`src/rtl/dual_pwm_and.sv`:
```
module dual_pwm_and #(
  parameter int W = 16
) (
  input  logic         clk,
  input  logic         rst_n,
  input  logic         en_a,
  input  logic         en_b,
  input  logic [W-1:0] interval_a,
  input  logic [W-1:0] interval_b,
  input  logic [W-1:0] match_a,
  input  logic [W-1:0] match_b,
  input  logic         inv_a,
  input  logic         inv_b,
  input  logic [1:0]   edge_sel_a,
  input  logic [1:0]   edge_sel_b,
  input  logic         combine,
  output logic         pwm_a,
  output logic         pwm_b,
  output logic         evt_a,
  output logic         evt_b
);
  localparam int NCH = 2;

  logic [NCH-1:0] en_v, inv_v, sig;
  logic [W-1:0]   ival [NCH];
  logic [W-1:0]   mval [NCH];
  logic           nxt_a, nxt_b;

  assign en_v    = {en_b, en_a};
  assign inv_v   = {inv_b, inv_a};
  assign ival[0] = interval_a;
  assign ival[1] = interval_b;
  assign mval[0] = match_a;
  assign mval[1] = match_b;

  for (genvar i = 0; i < NCH; i++) begin : g_ch
    logic [W-1:0] cnt;
    always_ff @(posedge clk) begin
      if (!rst_n)                      cnt <= '0;
      else if (!en_v[i] || cnt == '0) cnt <= ival[i];
      else                             cnt <= cnt - 1'b1;
    end
    assign sig[i] = (en_v[i] && (cnt > mval[i])) ^ inv_v[i];
  end

  assign nxt_a = combine ? (sig[0] & sig[1]) : sig[0];
  assign nxt_b = sig[1];

  always_ff @(posedge clk) begin
    if (!rst_n) begin
      pwm_a <= 1'b0;
      pwm_b <= 1'b0;
      evt_a <= 1'b0;
      evt_b <= 1'b0;
    end else begin
      pwm_a <= nxt_a;
      pwm_b <= nxt_b;
      evt_a <= (edge_sel_a[0] & ~pwm_a & nxt_a) | (edge_sel_a[1] & pwm_a & ~nxt_a);
      evt_b <= (edge_sel_b[0] & ~pwm_b & nxt_b) | (edge_sel_b[1] & pwm_b & ~nxt_b);
    end
  end

  a_r5_disabled_level: assert property (@(posedge clk) disable iff (!rst_n)
    !en_b |=> pwm_b == $past(inv_b));

  a_r6_evt_on_change: assert property (@(posedge clk) disable iff (!rst_n)
    evt_a |-> pwm_a != $past(pwm_a));

  a_r6_rise_selected: assert property (@(posedge clk) disable iff (!rst_n)
    (evt_b && pwm_b) |-> $past(edge_sel_b[0]));

  a_r7_and_implies_b: assert property (@(posedge clk) disable iff (!rst_n)
    ($past(combine) && pwm_a) |-> pwm_b);

endmodule

```
`config.mk`:
```
export PLATFORM = sky130hd
export DESIGN_NAME = dual_pwm_and
export DESIGN_NICKNAME = d
export VERILOG_FILES = /design/src/rtl/dual_pwm_and.sv
export SDC_FILE = /design/constraint.sdc
export NUM_CORES = 1
export LEC_CHECK = 0
export ABC_AREA = 0
export CAP_MARGIN = 20
export CORE_ASPECT_RATIO = 1.1
export CORE_MARGIN = 2
export CORE_UTILIZATION = 52
export DETAILED_ROUTE_END_ITERATION = 8
export PLACE_DENSITY = 0.95
export SLEW_MARGIN = 20
export SYNTH_ARGS = -nofsm -noshare
export SYNTH_HDL_FRONTEND = slang
export SYNTH_SLANG_ARGS = --single-unit
```
`constraint.sdc`:
```
create_clock -name clk -period 5.86 [get_ports clk]
set_clock_uncertainty 0.05 [all_clocks]
set_input_delay 0.879 -clock clk [delete_from_list [all_inputs] [get_ports clk]]
set_output_delay 0.879 -clock clk [all_outputs]
set_load 0.01 [all_outputs]
```
## Word-level counts from Yosys, hierarchy flattened

Index checks and enable logic that the tools add are counted.

- Register bits after elaboration: 36
- Input bits: 75
- Output and inout bits: 4
- Word-level logic and storage cells: 38

- $add $sub $neg: 2
- Order comparisons: 2
- Muxes and demuxes: 3
- Bitwise gates (word level): 17
- Reductions and logical operators: 8

Operator list:

| cell | number |
|---|---|
| > comparator 16 bit | 2 |
| zero test 16 bit | 2 |
| two-way mux 16 bit | 2 |
| subtractor 16 x 1 -> 16 bit, second input constant | 2 |
| bitwise AND 1 bit | 9 |
| inverter 1 bit | 4 |
| logical AND 1 bit | 2 |
| zero test 1 bit | 2 |
| logical OR 1 bit | 2 |
| OR 1 bit | 2 |
| bitwise XOR 1 bit | 2 |
| two-way mux 1 bit | 1 |

## Depth between registers and ports, before layout

- Depth after elaboration: 8
- Gate-level depth with buffers: 9
- Mapped depth without buffers: 9

## Worst setup path after synthesis

OpenSTA, ideal clock, no wires.

- Path kind: input -> register
- From: input port match_b[15]
- To: register evt_b
- Library setup time: 72 ps
- Data arrival time: 2,542 ps
- Required time: 5,738 ps
- Slack: 3,196 ps
- Stages on the path: 8
- Path buffers: 0
- Cells stage by stage: inv_1 > ha_1 > nand4_2 > a2111o_1 > a31oi_1 > xnor2_1 > or3b_1 > a21oi_1

- Cells in the longest elaborated chain, start to end: 6
- Elaborated cells between the ends (all ways): 7
- Those cells by class: order compare: 1; bitwise: 5; reduce/logical: 1

Ends and longest elaborated chain:

| what | RTL line | text |
|---|---|---|
| start, declared | 11 | `input logic [W-1:0] match_b,` |
| > comparator 16 bit (*) | 43 | `assign sig[i] = (en_v[i] && (cnt > mval[i])) ^ inv_v[i];` |
| logical AND 1 bit (*) | 43 |  |
| bitwise XOR 1 bit (*) | 43 |  |
| inverter 1 bit | 59 | `evt_b <= (edge_sel_b[0] & ~pwm_b & nxt_b) \| (edge_sel_b[1] & pwm_b & ~nxt_b);` |
| bitwise AND 1 bit | 59 |  |
| OR 1 bit (*) | 59 |  |
| end signal, assigned | 59 |  |
| end, declared | 20 | `output logic evt_b` |

Mark *: on every way between the ends. The rest lies on a longest branch, timed or not.
A chain may end at the register's enable or synchronous reset.

## Final worst setup path

- From: input port match_b[1]
- To: register evt_b

Same word-level chain as after synthesis.

==> flow_summary.toml <==
[power]
pwr_density_cell_nw_per_um2 = 194
power.total_mw = 0.696
pwr-share-comb_pct = 33.8
p_seq_share_pct = 42.1
ir_drop_uv = 113
leakagePower_nw = 1.52
p_switching_mw = 0.223
p_clk_share_pct = 24.0
intPower_mw = 0.473
netSwitchingFraction_pct = 32.1

[cts]
cts_sinks = 36
cts.repair.resized = 0
path_clk_slew_ns = 0.08
cts_tree = "done"
postCtsSetupBuffers = 0
insertion_delay_ns = 0.28
cts_hold_buf = 0
cts_buffers = 5
root_buffer = "clkbuf_8"
cts_max_path_buffers = 2
htreeDepth = 2

[job]
cap_viol_max_count = 0

[drt]
drtIter0Drc = 79
vias = 2539
drt_first_pass_iters = 4
wirelength_um = 6410
routedWlPerCell_um = 13.8
antenna_left = 0
drcViolationCount = 0
viasPerCell = 5.47

[die]
fp.dieW_um = 72.5
row_count = 27
start_util_pct = 53.6
chipHeight_um = 79.3
pin_count = 79
die_area_um2 = 5740
fp.coreArea_um2 = 5000

[sta]
period_share_pct = 53.1
slew_headroom_pct = 60.5
worst-slew-pin-transition_ns = 0.592
hold_violations = 0
rsz0062_at_grt = "false"
fmax_mhz = 321
setup_tns_ns = 0
post-route-min-period_ns = 3.11
drv_slew = 0
finalSetupViolCount = 0

[synthesis]
mappedNetlistArea_um2 = 2680
synth_edf_count = 0
yosysWarningCount = 0
ys_types = 41
yosysTopAreaCell = "dfxtp_1"
async_reset_ff_share_pct = 0
yosys-top-cells-area = "dfxtp_1 (27%), ha_1 (17%), nor2_1 (6.7%)"
ys_seq_area_share_pct = 26.9
yosys_register_bits = 36
synth_top_area_share_pct = 26.9
synth_nets = 439
postSynthAreaPerCell_um2 = 8.17
synthCells = 328
ys.flop_type = "dfxtp_1"

[setup_path]
start_kind = "input pin"
critPathSlowestCell = "clkdlybuf4s50_1"
cp.required_ns = 6.03
cpPeakStageDelay_ns = 0.45
crit_chain = "clkdlybuf4s50_1 -> inv_1 -> ha_1 -> nor2b_1 -> o211ai_1 -> a2111o_1 -> a31oi_1 -> xnor2_1 -> or3b_1 -> a21oi_1"
cp-end-kind = "register"
crit_arrival_ns = 3.28
critPathKind = "in2reg"
cp_max_fo = 5

[finish]
layout_commonest_cell = "clkdlybuf4s50_1"
antenna_cells = 0
mostFrequentLayoutCells = "clkdlybuf4s50_1 (78), nor2_1 (48), inv_1 (39)"
drive_gt1_share_pct = 5.91
area_growth_syn_to_layout_pct = 33.6
finalNetCount = 517

[global_route]
first_global_vias = 2585
antenna_found_initial = 0
grt.overflow.total = 0
grt_max_degree = 21
grt.total_usage_pct = 23.9
grt_pass1_wl_um = 10900

[placed_design]
gp_congestion = 0.880
hpwl_um = 5210
portBuffers = 78

[run_status]
status = "finished clean"

[hold_path]
hold_path.class = "reg2reg"
## final cells by class
class,count,area (um2)
tap,58,72.6
clock buffer,6,72.6
sequential,36,721
clock inverter,1,5.00
fill,390,1420
multi-input combinational,243,1760
inverter,39,146
timing repair buffer,81,803
## state kept, by name, indices dropped and copies added, names as in the netlist
| signal | flops |
|---|---|
| pwm_b | 1 |
| evt_a | 1 |
| pwm_a | 1 |
| evt_b | 1 |
| g_ch.cnt | 32 |
## power groups by stage
stage	registers, mW	logic, mW	clock network [mW]
after detailed placement	0.299	0.234	0
after floorplan	0.293	0.149	0
after CTS	0.293	0.236	0.172
after global routing	0.297	0.263	0.183
after global placement	0.298	0.225	0
final	0.293	0.236	0.167
## cell families (layout without fill, tap and decap cells)
| kind of cell | Yosys count | count (layout) | share of synthesized area, % |
|---|---|---|---|
| compound gates | 60 | 60 | 17.5 |
| xor+xnor | 26 | 26 | 8.50 |
| fa+ha+maj | 36 | 36 | 16.8 |
| buf+inv | 49 | 127 | 7.75 |
| flops | 36 | 36 | 26.9 |
| mux | 4 | 4 | 1.49 |
| simple gates | 117 | 117 | 21.1 |
## per-layer routing
layer  wire length, um  up-vias  track usage (%)
li1                  -     1293                -
met1              2650     1147             26.6
met2              3320       87             45.1
met3               334       12             3.81
met4               114        0             8.15
met5                 0        -                0
## critical path, delay by kind of cell
kind	cells	cell delay [ns]
fa+ha+maj	1	0.28
buf+inv	2	0.49
simple gates	2	0.50
compound gates	4	0.91
xor+xnor	1	0.19
## metrics by stage
step	utilization (%)	area (um2)	hold WS, ns	std cells	worst slack (ns)
4_1_cts	71.6	3580	0.442	464	2.78
5_1_grt	71.6	3580	0.459	464	2.62
2_1_floorplan	-	2680	0.426	328	3.20
3_3_place_gp	70.0	3500	0.413	457	2.55
6_report	71.6	3580	0.439	464	2.75
3_5_place_dp	70.0	3500	0.432	457	2.48
## synth_stat cells (2+ instances only)
cell type,instances
nor2_1,48
inv_1,39
dfxtp_1,36
ha_1,36
nand2_1,23
xnor2_1,18
a21oi_1,16
a211oi_1,12
a211oi_2,10
nor3_1,10
xor2_1,8
nand4_1,7
o21ai_0,7
clkbuf_1,6
nand2b_1,5
mux2i_1,4
nand3_1,4
nor2b_1,4
nor4_1,4
buf_6,3
or3_1,3
a311oi_2,2
a31oi_1,2
and3_1,2
o31a_1,2
o41ai_1,2
## path summary, 6_finish.rpt
path	startpoint	end	slack (ns)	cells after the start
max	match_b[1]	evt_b$_SDFF_PN0_	2.75	10
min	pwm_b$_SDFF_PN0_	evt_b$_SDFF_PN0_	0.44	2
max reg2reg	g_ch[0].cnt[8]$_SDFF_PN0_	g_ch[0].cnt[5]$_SDFF_PN0_	3.45	7
min reg2reg	pwm_b$_SDFF_PN0_	evt_b$_SDFF_PN0_	0.44	2
(Power assumes the default switching activity.)
